## src/rtl/tpseq_pkg.sv

```systemverilog
package tpseq_pkg;

  typedef enum logic [2:0] {
    ST_IDLE,
    ST_CMD,
    ST_DATA,
    ST_STAT,
    ST_MSG,
    ST_GAP
  } seq_state_t;

  // phase line codes, ordered {cd, io, msg}
  localparam logic [2:0] PH_FREE = 3'b000;
  localparam logic [2:0] PH_CMD  = 3'b100;
  localparam logic [2:0] PH_STAT = 3'b110;
  localparam logic [2:0] PH_MIN  = 3'b111;

  localparam logic [7:0] STS_CHECK = 8'h02;
  localparam logic [7:0] MSG_DONE  = 8'h00;

endpackage

```

## src/rtl/tpseq_len_decode.sv

```systemverilog
module tpseq_len_decode (
  input  logic [7:0] opcode_i,
  output logic [3:0] len_o,
  output logic       ok_o
);

  always_comb begin
    ok_o  = 1'b1;
    unique case (opcode_i[7:5])
      3'd0:       len_o = 4'd6;
      3'd1, 3'd2: len_o = 4'd10;
      3'd5:       len_o = 4'd12;
      default: begin
        len_o = 4'd0;
        ok_o  = 1'b0;
      end
    endcase
  end

  // p_len_legal_r3: a known group never yields a length outside 6/10/12
  always_comb begin
    if (ok_o) begin
      p_len_legal_r3: assert (len_o == 4'd6 || len_o == 4'd10 || len_o == 4'd12);
    end
  end

endmodule

```

## src/rtl/tpseq_counter.sv

```systemverilog
module tpseq_counter #(
  parameter int W = 16
) (
  input  logic         clk,
  input  logic         rst_n,
  input  logic         clr_i,
  input  logic         inc_i,
  output logic [W-1:0] cnt_o
);

  logic [W-1:0] cnt_q;
  logic         cnt_en;
  logic [W-1:0] cnt_d;

  assign cnt_en = clr_i | inc_i;
  assign cnt_d  = clr_i ? '0 : cnt_q + W'(1);

  always_ff @(posedge clk or negedge rst_n) begin
    if (!rst_n) begin
      cnt_q <= '0;
    end else if (cnt_en) begin
      cnt_q <= cnt_d;
    end
  end

  assign cnt_o = cnt_q;

endmodule

```

## src/rtl/tpseq_top.sv

```systemverilog
module tpseq_top
  import tpseq_pkg::*;
#(
  parameter int LEN_W = 16
) (
  input  logic             clk,
  input  logic             rst_n,
  input  logic             sel_done_i,
  input  logic             ack_i,
  input  logic             xfer_done_i,
  input  logic [7:0]       xfer_rx_i,
  input  logic             be_dir_in_i,
  input  logic [LEN_W-1:0] be_len_i,
  input  logic [7:0]       be_status_i,
  output logic             xfer_go_o,
  output logic [7:0]       xfer_tx_o,
  output logic             bsy_o,
  output logic             cd_o,
  output logic             io_o,
  output logic             msg_o
);

  seq_state_t       state_q, state_d;
  seq_state_t       nxt_q, nxt_d;
  logic [2:0]       lines_q, lines_d;
  logic             bsy_q, bsy_d;
  logic             bad_q, bad_d;
  logic [3:0]       clen_q, clen_d;
  logic [LEN_W-1:0] dlen_q, dlen_d;
  logic             dir_q, dir_d;

  logic [LEN_W-1:0] cnt;
  logic             cnt_clr;
  logic             byte_done;
  logic [3:0]       dec_len;
  logic             dec_ok;
  logic             first_byte;
  logic             bad_now;
  logic             last_cmd;
  logic             last_data;

  tpseq_len_decode u_dec (
    .opcode_i (xfer_rx_i),
    .len_o    (dec_len),
    .ok_o     (dec_ok)
  );

  tpseq_counter #(.W(LEN_W)) u_cnt (
    .clk   (clk),
    .rst_n (rst_n),
    .clr_i (cnt_clr),
    .inc_i (byte_done),
    .cnt_o (cnt)
  );

  assign xfer_go_o  = (state_q == ST_CMD) || (state_q == ST_DATA) ||
                      (state_q == ST_STAT) || (state_q == ST_MSG);
  assign byte_done  = xfer_go_o && xfer_done_i;
  assign first_byte = (cnt == '0);
  assign bad_now    = first_byte ? !dec_ok : bad_q;
  assign last_cmd   = first_byte ? !dec_ok : (cnt + LEN_W'(1) == LEN_W'(clen_q));
  assign last_data  = (cnt + LEN_W'(1) == dlen_q);

  function automatic logic [2:0] lines_of(seq_state_t s, logic dir);
    case (s)
      ST_CMD:  return PH_CMD;
      ST_DATA: return {1'b0, dir, 1'b0};
      ST_STAT: return PH_STAT;
      ST_MSG:  return PH_MIN;
      default: return PH_FREE;
    endcase
  endfunction

  always_comb begin
    state_d = state_q;
    nxt_d   = nxt_q;
    lines_d = lines_q;
    bsy_d   = bsy_q;
    bad_d   = bad_q;
    clen_d  = clen_q;
    dlen_d  = dlen_q;
    dir_d   = dir_q;
    cnt_clr = 1'b0;
    unique case (state_q)
      ST_IDLE: begin
        if (sel_done_i) begin
          state_d = ST_CMD;
          lines_d = PH_CMD;
          bsy_d   = 1'b1;
          bad_d   = 1'b0;
          cnt_clr = 1'b1;
        end
      end
      ST_CMD: begin
        if (byte_done) begin
          if (first_byte) begin
            clen_d = dec_len;
            bad_d  = !dec_ok;
          end
          if (last_cmd) begin
            dlen_d  = be_len_i;
            dir_d   = be_dir_in_i;
            state_d = ST_GAP;
            nxt_d   = (bad_now || be_len_i == '0) ? ST_STAT : ST_DATA;
          end
        end
      end
      ST_DATA: begin
        if (byte_done && last_data) begin
          state_d = ST_GAP;
          nxt_d   = ST_STAT;
        end
      end
      ST_STAT: begin
        if (byte_done) begin
          state_d = ST_GAP;
          nxt_d   = ST_MSG;
        end
      end
      ST_MSG: begin
        if (byte_done) begin
          state_d = ST_GAP;
          nxt_d   = ST_IDLE;
        end
      end
      ST_GAP: begin
        if (!ack_i) begin
          state_d = nxt_q;
          lines_d = lines_of(nxt_q, dir_q);
          bsy_d   = (nxt_q != ST_IDLE);
          cnt_clr = 1'b1;
        end
      end
      default: state_d = ST_IDLE;
    endcase
  end

  always_ff @(posedge clk or negedge rst_n) begin
    if (!rst_n) begin
      state_q <= ST_IDLE;
      nxt_q   <= ST_IDLE;
      lines_q <= PH_FREE;
      bsy_q   <= 1'b0;
      bad_q   <= 1'b0;
      clen_q  <= '0;
      dlen_q  <= '0;
      dir_q   <= 1'b0;
    end else begin
      state_q <= state_d;
      nxt_q   <= nxt_d;
      lines_q <= lines_d;
      bsy_q   <= bsy_d;
      bad_q   <= bad_d;
      clen_q  <= clen_d;
      dlen_q  <= dlen_d;
      dir_q   <= dir_d;
    end
  end

  always_comb begin
    xfer_tx_o = MSG_DONE;
    if (state_q == ST_STAT) begin
      xfer_tx_o = bad_q ? STS_CHECK : be_status_i;
    end
  end

  assign bsy_o = bsy_q;
  assign cd_o  = lines_q[2];
  assign io_o  = lines_q[1];
  assign msg_o = lines_q[0];

  // phase lines move only after a cycle with ACK negated
  p_lines_gated_r9: assert property (@(posedge clk) disable iff (!rst_n)
    !$stable({cd_o, io_o, msg_o}) |-> !$past(ack_i));

  // a free bus shows no phase and requests no byte
  p_free_bus_r8: assert property (@(posedge clk) disable iff (!rst_n)
    !bsy_o |-> ({cd_o, io_o, msg_o} == PH_FREE && !xfer_go_o));

  // taking the bus always opens with the command phase
  p_cmd_first_r2: assert property (@(posedge clk) disable iff (!rst_n)
    $rose(bsy_o) |-> ({cd_o, io_o, msg_o} == PH_CMD));

  // the data byte count never passes the sampled length
  p_data_bound_r5: assert property (@(posedge clk) disable iff (!rst_n)
    (state_q == ST_DATA) |-> (cnt < dlen_q));

  // past the opcode the command count stays below the decoded length
  p_cmd_bound_r3: assert property (@(posedge clk) disable iff (!rst_n)
    (state_q == ST_CMD && cnt != '0) |-> (cnt < LEN_W'(clen_q)));

endmodule

```

## config.mk

```make
export PLATFORM = sky130hd
export DESIGN_NAME = tpseq_top
export DESIGN_NICKNAME = d
export VERILOG_FILES = /design/src/rtl/tpseq_pkg.sv /design/src/rtl/tpseq_len_decode.sv /design/src/rtl/tpseq_counter.sv /design/src/rtl/tpseq_top.sv
export SDC_FILE = /design/constraint.sdc
export NUM_CORES = 1
export LEC_CHECK = 0
export ABC_CLOCK_PERIOD_IN_PS = 3170
export BUFFER_PORTS_ARGS = -buffer_cell sky130_fd_sc_hd__buf_2
export CAP_MARGIN = 20
export CELL_PAD_IN_SITES_DETAIL_PLACEMENT = 0
export CELL_PAD_IN_SITES_GLOBAL_PLACEMENT = 1
export CORE_MARGIN = 5
export CORE_UTILIZATION = 44
export DETAILED_ROUTE_END_ITERATION = 10
export GPL_ROUTABILITY_DRIVEN = 0
export PLACE_DENSITY = 0.86
export SLEW_MARGIN = 0
export SYNTH_ARGS = -nofsm -noshare
export SYNTH_HDL_FRONTEND = slang
export SYNTH_SLANG_ARGS = --single-unit
```

## constraint.sdc

```tcl
create_clock -name clk -period 3.17 [get_ports clk]
set_clock_uncertainty 0.05 [all_clocks]
set_input_delay 0.4755 -clock clk [delete_from_list [all_inputs] [get_ports clk]]
set_output_delay 0.4755 -clock clk [all_outputs]
set_load 0.01 [all_outputs]
```

After elaboration in Yosys (flattened, before gate mapping)
Index checks and enable logic that the tools add are counted.
{ "word_totals": {"inputBits": 38, "word_cells": 91, "regBits": 48} }
{ "classes": {"muxes": 34, "n_bitwise": 1, "eq_ne": 22, "n_reduce_logical": 24, "add_sub_neg": 1} }
{ "ops": {"columns": ["op", "count"], "rows": [
  ["$mux W3", 13],
  ["$logic_not A16 Y1", 2],
  ["$pmux W3 S4", 2],
  ["$add A16 B1 Y16 const B", 1],
  ["$eq A16 B16 Y1", 1],
  ["$eq A16 B4 Y1", 1],
  ["$mux W16", 1],
  ["$mux W8", 2],
  ["$eq A3 B2 Y1 const B", 5],
  ["$pmux W3 S5", 1],
  ["$eq A3 B3 Y1 const B", 4],
  ["$ne A2 B2 Y1 const B", 6],
  ["$pmux W4 S3", 1],
  ["$reduce_and A3 Y1", 4],
  ["$reduce_and A6 Y1", 2],
  ["$mux W1", 10],
  ["$eq A3 B1 Y1 const B", 3],
  ["$logic_not A3 Y1", 2],
  ["$pmux W1 S2", 3],
  ["$pmux W3 S2", 1],
  ["$logic_or A1 B1 Y1", 4],
  ["$ne A2 B1 Y1 const B", 2],
  ["$reduce_bool A2 Y1", 2],
  ["$reduce_bool A4 Y1", 1],
  ["other kinds (6)", 8]
]} }

Depth between registers and ports, before layout
{ "depth": {"ltp_word": 10, "depth_mapped": 11} }

Hierarchy
Synthesis repeated with hierarchy kept, for this count alone.
{ "unflattened": {"cells_unflattened": 372, "hier_area_um2": 3482.1} }
{ "modules_own_cells": {"columns": ["mod", "cells_per_inst", "area_per_inst_um2", "instances"], "rows": [
  ["tpseq_top", 282, 2552.4, 1],
  ["tpseq_counter", 82, 872.1, 1],
  ["tpseq_len_decode", 8, 57.6, 1]
]} }

Least setup slack after synthesis
OpenSTA, ideal clock, no wires.
{ "synth_path": {"path_kind": "reg2reg", "startpoint": "reg u_cnt.cnt_q[0], in the netlist u_cnt.cnt_o[0]", "endpoint": "reg dir_q", "n_path_buf": 3, "slack_ns": 0.399, "stages_incl_launch_ff": 11, "required_time_ns": 2.995, "t_arrival_ns": 2.596, "period_less_slack_ns": 2.771, "cell_sequence": "dfrtp_1 ha_1 buf_6 and4_1 buf_4 o41ai_1 a22oi_1 o41ai_4 nand2_4 buf_6 mux2_4"} }
{ "synth_between": {"elab_chain_cells": 4, "elab_cells_between_ends": 5, "cone_classes": "add/sub: 1; eq/ne: 1; mux: 1; reduce/logical: 2"} }
{ "synth_lines": {"columns": ["element", "line_no", "rtl"], "rows": [
  ["start: declaration", "tpseq_counter.sv:11", "logic [W-1:0] cnt_q;"],
  ["start signal: assignment", "tpseq_counter.sv:22", "cnt_q <= cnt_d;"],
  ["$add A16 B1 Y16", "tpseq_top.sv:61", "assign last_cmd = first_byte ? !dec_ok : (cnt + LEN_W'(1) == LEN_W'(clen_q));"],
  ["$eq A16 B4 Y1", "tpseq_top.sv:61", null],
  ["$mux W1 (*)", "tpseq_top.sv:61", null],
  ["$reduce_and A3 Y1 (no source line) (*)", null, null],
  ["end signal: assignment", "tpseq_top.sv:156", "dir_q <= dir_d;"],
  ["end: declaration", "tpseq_top.sv:30", "logic dir_q, dir_d;"]
]} }
Mark *: on every way between the ends. The rest lies on a longest branch, timed or not.
A chain may end at the register's enable or synchronous reset.

Worst setup path in the final report
{ "layout_path": {"startpoint": "reg u_cnt.cnt_q[1], in the netlist u_cnt.cnt_o[1]", "endpoint": "reg nxt_q[1]"} }
{ "layout_between": {"elab_chain_cells": 5, "elab_cells_between_ends": 9, "cone_classes": "add/sub: 1; eq/ne: 4; mux: 1; reduce/logical: 3"} }
{ "layout_lines": {"columns": ["element", "line_no", "rtl"], "rows": [
  ["$add A16 B1 Y16", "tpseq_top.sv:61, tpseq_top.sv:62", null],
  ["$eq A16 B4 Y1 or $eq A16 B16 Y1 (tied branches)", "tpseq_top.sv:61, tpseq_top.sv:62", null],
  ["$mux W1 or $logic_and A1 B1 Y1 (tied branches)", "tpseq_top.sv:61, tpseq_top.sv:109", null],
  ["$ne A2 B2 Y1 (no source line) or $ne A2 B1 Y1 (tied branches)", null, null],
  ["$reduce_and A6 Y1 (no source line) (*)", null, null],
  ["end signal: assignment", "tpseq_top.sv:150", "nxt_q <= nxt_d;"],
  ["end: declaration", "tpseq_top.sv:24", "seq_state_t nxt_q, nxt_d;"]
]} }
Marked as above.

==> results.py <==
metrics = {
    "setup_path": {
        "cp.arrival_ns": 3.06,
        "worstPathCellList": "buf_4 > inv_1 > ha_1 > xor2_1 > a211oi_2 > o211ai_1 > or4_1 > nor4_1 > a31o_2 > nor2b_4 > mux2_1",
        "critPathSlowestCell": "sky130_fd_sc_hd__or4_1",
        "cp_num_buf_inv": 2,
        "worst-path-max-fanout": 4,
        "critPathCaptureType": "flip-flop",
        "cp_data_required_time_ns": 3.32,
        "cp_slowest_stage_delay_ns": 0.43,
        "worstSetupPathType": "reg -> reg",
        "worst_setup_path_start_kind": "flip-flop",
        "timing.critical_path.max_delay_family": "simple AND/OR/NAND/NOR gates",
    },
    "cells_and_area": {
        "final_net_count": 457,
        "fill_cells": 694,
        "area.growth.synth_to_final_pct": 16.7,
        "regArea_um2": 1180,
        "multi_input_comb_area_um2": 1960,
        "fraction_of_layout_cells_with_a_size_suffix_above_1_pct": 27.8,
        "antenna-diode-count": 0,
    },
    "global_route": {
        "vias_in_the_first_global_route": 3049,
        "grt.overflow.total": 0,
        "grt_use_total_pct": 19.1,
        "maximum_number_of_pins_on_one_net_before_global_route_repair": 48,
        "first_pass_grt_wire_length_um": 14900,
        "antenna_found_initial": 0,
    },
    "flow_run": {
        "max_cap_violations": 0,
    },
    "cts": {
        "clock_latency_ns": 0.31,
        "cts_num_sinks": 47,
        "tritoncts_clock_tree": "built",
        "cts-htree-levels": 2,
        "tritoncts.num_buffers": 5,
        "cts_root_buf": "sky130_fd_sc_hd__clkbuf_8",
        "clock_tree.buffer_depth": 2,
        "cts_stage_hold_buffer_count": 0,
        "path_clk_slew_ns": 0.10,
    },
    "floorplan": {
        "die-width_um": 96.6,
        "floorplan.initialDensity_pct": 45.3,
        "design.core.area_um2": 7290,
        "dieHeight_um": 96.6,
        "io-pin-count": 51,
        "die_footprint_um2": 9330,
        "placementRows": 31,
    },
    "pwr": {
        "p_sw_mw": 1.10,
        "share_comb_of_total_power_pct": 49.0,
        "power.density_nw_per_um2": 714,
        "vdd.ir_drop.worst_v": 0.000381,
        "share_seq_of_total_power_pct": 36.1,
        "internal_power_mw": 1.65,
        "power.switching_fraction_pct": 39.9,
        "static_leak_nw": 1.73,
        "clockPowerShare_pct": 14.9,
    },
    "routing": {
        "remaining_drc_errors": 0,
        "drt-initial-drc-count": 240,
        "routed_via_density": 5.78,
        "drt_pre_antenna_iters": 4,
        "vias": 2990,
        "route.detailed.wl_per_inst_um": 17.3,
        "detail_route.wirelength_um": 8930,
        "drt.antenna.violating_nets": 0,
    },
    "logic_synthesis": {
        "mappedNetlistNets": 399,
        "area_share_of_the_largest_cell_type_after_synthesis_pct": 35.6,
        "ys_ff_latch": 47,
        "synth.yosys.seq_area_share_pct": 35.6,
        "post-synth-top-area-cell": "sky130_fd_sc_hd__dfrtp_1",
        "syn_area_um2": 3300,
        "synth-simple-area-share_pct": 25.1,
        "syn_area_per_cell_um2": 9.19,
        "synth_enable_flop_cells": 0,
        "synthDistinctLibCells": 61,
        "yosys_warnings": 0,
        "synth.area.mux_share_pct": 8.49,
        "synth_flop_cell": "sky130_fd_sc_hd__dfrtp_1",
        "synth-xor-area-share_pct": 7.43,
        "synthArstFlopShare_pct": 100,
        "postSynthCellCount": 359,
        "synth.top_cells.by_area": "sky130_fd_sc_hd__dfrtp_1, sky130_fd_sc_hd__mux2_4, sky130_fd_sc_hd__xnor2_1",
        "synth_top_family_by_area": "simple AND/OR/NAND/NOR gates",
        "synth_adder_area_share_pct": 0.758,
        "synth_compound_gate_area_share_pct": 17.6,
    },
    "placed_design": {
        "pre_cts_setup_slack_ns": 0.194,
        "numPortBuffers": 45,
        "hpwl_um": 6640,
    },
    "sta": {
        "rsz0062_at_grt": "no",
        "fin_crit_sh_pct": 91.8,
        "report.final.slew_viol_count": 0,
        "finalSetupViolCount": 0,
        "timing_hold_violations_final": 0,
        "timing.setup.tns_ns": 0,
        "worst_pin_slew_ns": 0.586,
        "timing.final.ws_setup_ns": 0.261,
        "highest_clock_rate_mhz": 344,
        "post-route-min-period_ns": 2.91,
        "worst_slew_margin_rel_pct": 61.0,
    },
    "min_path": {
        "timing.hold.worst.class": "in -> async",
    },
    "status": {
        "run_status": "finished clean",
    },
}
-- sequential cells by signal (all words and copies together), names as in the netlist --
name,cells
nxt_q,3
u_cnt.cnt_o,16
clen_q,3
state_q,3
bsy_o,1
dir_q,1
dlen_q,16
bad_q,1
lines_q,3
-- layout make-up --
class | instances | area share, %
inverters | 11 | 1.07
repair buffers | 73 | 11.6
clock inverters | 2 | 0.422
multi-input cells | 279 | 51.0
clock buffers | 6 | 2.14
flip-flops and latches | 47 | 30.5
well taps | 99 | 3.22
-- metal layers --
| layer | global-route usage [%] | vias to the layer above | wire length (um) |
|---|---|---|---|
| met5 | 0 | - | 0 |
| li1 | - | 1432 | - |
| met1 | 24.8 | 1449 | 3880 |
| met3 | 2.73 | 10 | 520 |
| met2 | 32.8 | 99 | 4400 |
| met4 | 5.83 | 0 | 129 |
-- power by group through the flow --
stage	Clock [mW]	Combinational, mW	Sequential [mW]
after floorplan	0	1.01	0.938
after global placement	0	1.31	0.991
after detailed placement	0	1.34	1.00
after CTS	0.419	1.35	0.990
after global routing	0.441	1.47	1.02
final	0.410	1.35	0.992
-- path summary, 6_finish.rpt --
kind                                 from        endpoint  slack (ns)  cells after the start
min reg2reg                    lines_q[0]      lines_q[0]        0.44                      2
min in group clk              be_dir_in_i           dir_q        0.34                      2
max                        u_cnt.cnt_o[1]        nxt_q[1]        0.26                     11
max in group asynchronous           rst_n  u_cnt.cnt_o[2]        2.43                      2
min                                 rst_n  u_cnt.cnt_o[3]        0.10                      1
max reg2reg                u_cnt.cnt_o[1]        nxt_q[1]        0.26                     11
-- cell usage after synthesis, types with 3 or more instances --
| cell | instances |
|---|---|
| sky130_fd_sc_hd__nor3_1 | 10 |
| sky130_fd_sc_hd__nand3_1 | 7 |
| sky130_fd_sc_hd__o21a_1 | 3 |
| sky130_fd_sc_hd__a21oi_1 | 10 |
| sky130_fd_sc_hd__mux2_2 | 7 |
| sky130_fd_sc_hd__buf_2 | 5 |
| sky130_fd_sc_hd__o21ai_0 | 27 |
| sky130_fd_sc_hd__buf_4 | 5 |
| sky130_fd_sc_hd__xor2_1 | 11 |
| sky130_fd_sc_hd__and2_1 | 11 |
| sky130_fd_sc_hd__nor4_1 | 14 |
| sky130_fd_sc_hd__o211ai_1 | 3 |
| sky130_fd_sc_hd__o31ai_1 | 10 |
| sky130_fd_sc_hd__a21o_1 | 3 |
| sky130_fd_sc_hd__a31oi_1 | 5 |
| sky130_fd_sc_hd__and3_1 | 7 |
| sky130_fd_sc_hd__dfrtp_1 | 47 |
| sky130_fd_sc_hd__nand2_1 | 27 |
| sky130_fd_sc_hd__nand2b_1 | 3 |
| sky130_fd_sc_hd__inv_1 | 11 |
| sky130_fd_sc_hd__nor2b_1 | 4 |
| sky130_fd_sc_hd__nand4_1 | 12 |
| sky130_fd_sc_hd__mux2i_1 | 4 |
| sky130_fd_sc_hd__clkbuf_1 | 10 |
| sky130_fd_sc_hd__xnor2_1 | 17 |
| sky130_fd_sc_hd__nor2_1 | 27 |
| sky130_fd_sc_hd__mux2_4 | 10 |
| sky130_fd_sc_hd__nor4_2 | 4 |
| sky130_fd_sc_hd__o41ai_1 | 3 |
-- through the flow --
step | utilization [%] | std cells | hold WS [ns] | power (mW) | cell area [um2]
3_3_place_gp | 51.1 | 508 | 0.420 | 2.30 | 3730
3_5_place_dp | 51.1 | 508 | 0.417 | 2.34 | 3730
4_1_cts | 52.5 | 516 | 0.337 | 2.76 | 3830
5_1_grt | 52.8 | 517 | 0.144 | 2.92 | 3850
2_1_floorplan | - | 359 | 0.130 | 1.95 | 3300
6_report | 52.8 | 517 | 0.101 | 2.75 | 3850
-- layout by cell type, fill, tap and decap left out, types with 5 or more instances in the layout --
master	count
sky130_fd_sc_hd__dfrtp_1	47
sky130_fd_sc_hd__buf_2	45
sky130_fd_sc_hd__nor2_1	27
sky130_fd_sc_hd__o21ai_0	27
sky130_fd_sc_hd__nand2_1	27
sky130_fd_sc_hd__buf_4	27
sky130_fd_sc_hd__xnor2_1	17
sky130_fd_sc_hd__nor4_1	14
sky130_fd_sc_hd__nand4_1	12
sky130_fd_sc_hd__inv_1	11
sky130_fd_sc_hd__and2_1	11
sky130_fd_sc_hd__xor2_1	11
sky130_fd_sc_hd__o31ai_1	10
sky130_fd_sc_hd__nor3_1	10
sky130_fd_sc_hd__a21oi_1	10
sky130_fd_sc_hd__mux2_4	10
sky130_fd_sc_hd__and3_1	7
sky130_fd_sc_hd__nand3_1	7
sky130_fd_sc_hd__mux2_2	7
sky130_fd_sc_hd__clkbuf_8	6
sky130_fd_sc_hd__a31oi_1	5
-- timing repair --
| action | 4_1_cts | 5_1_grt |
|---|---|---|
| buffers inserted | 0 | 0 |
| setup endpoints to repair | 0 | 1 |
| gates resized for setup | 0 | 1 |
-- kinds of logic (layout without fill, tap and decap cells) --
group	count (synthesis)	after routing
buffers and inverters	33	92
multiplexers	22	22
AND/OR/NAND/NOR	143	143
flip-flops	47	47
AO/OA/AOI/OAI	84	84
XOR/XNOR	28	28
adder cells (fa/ha/maj)	2	2
(Power assumes the default switching activity.)
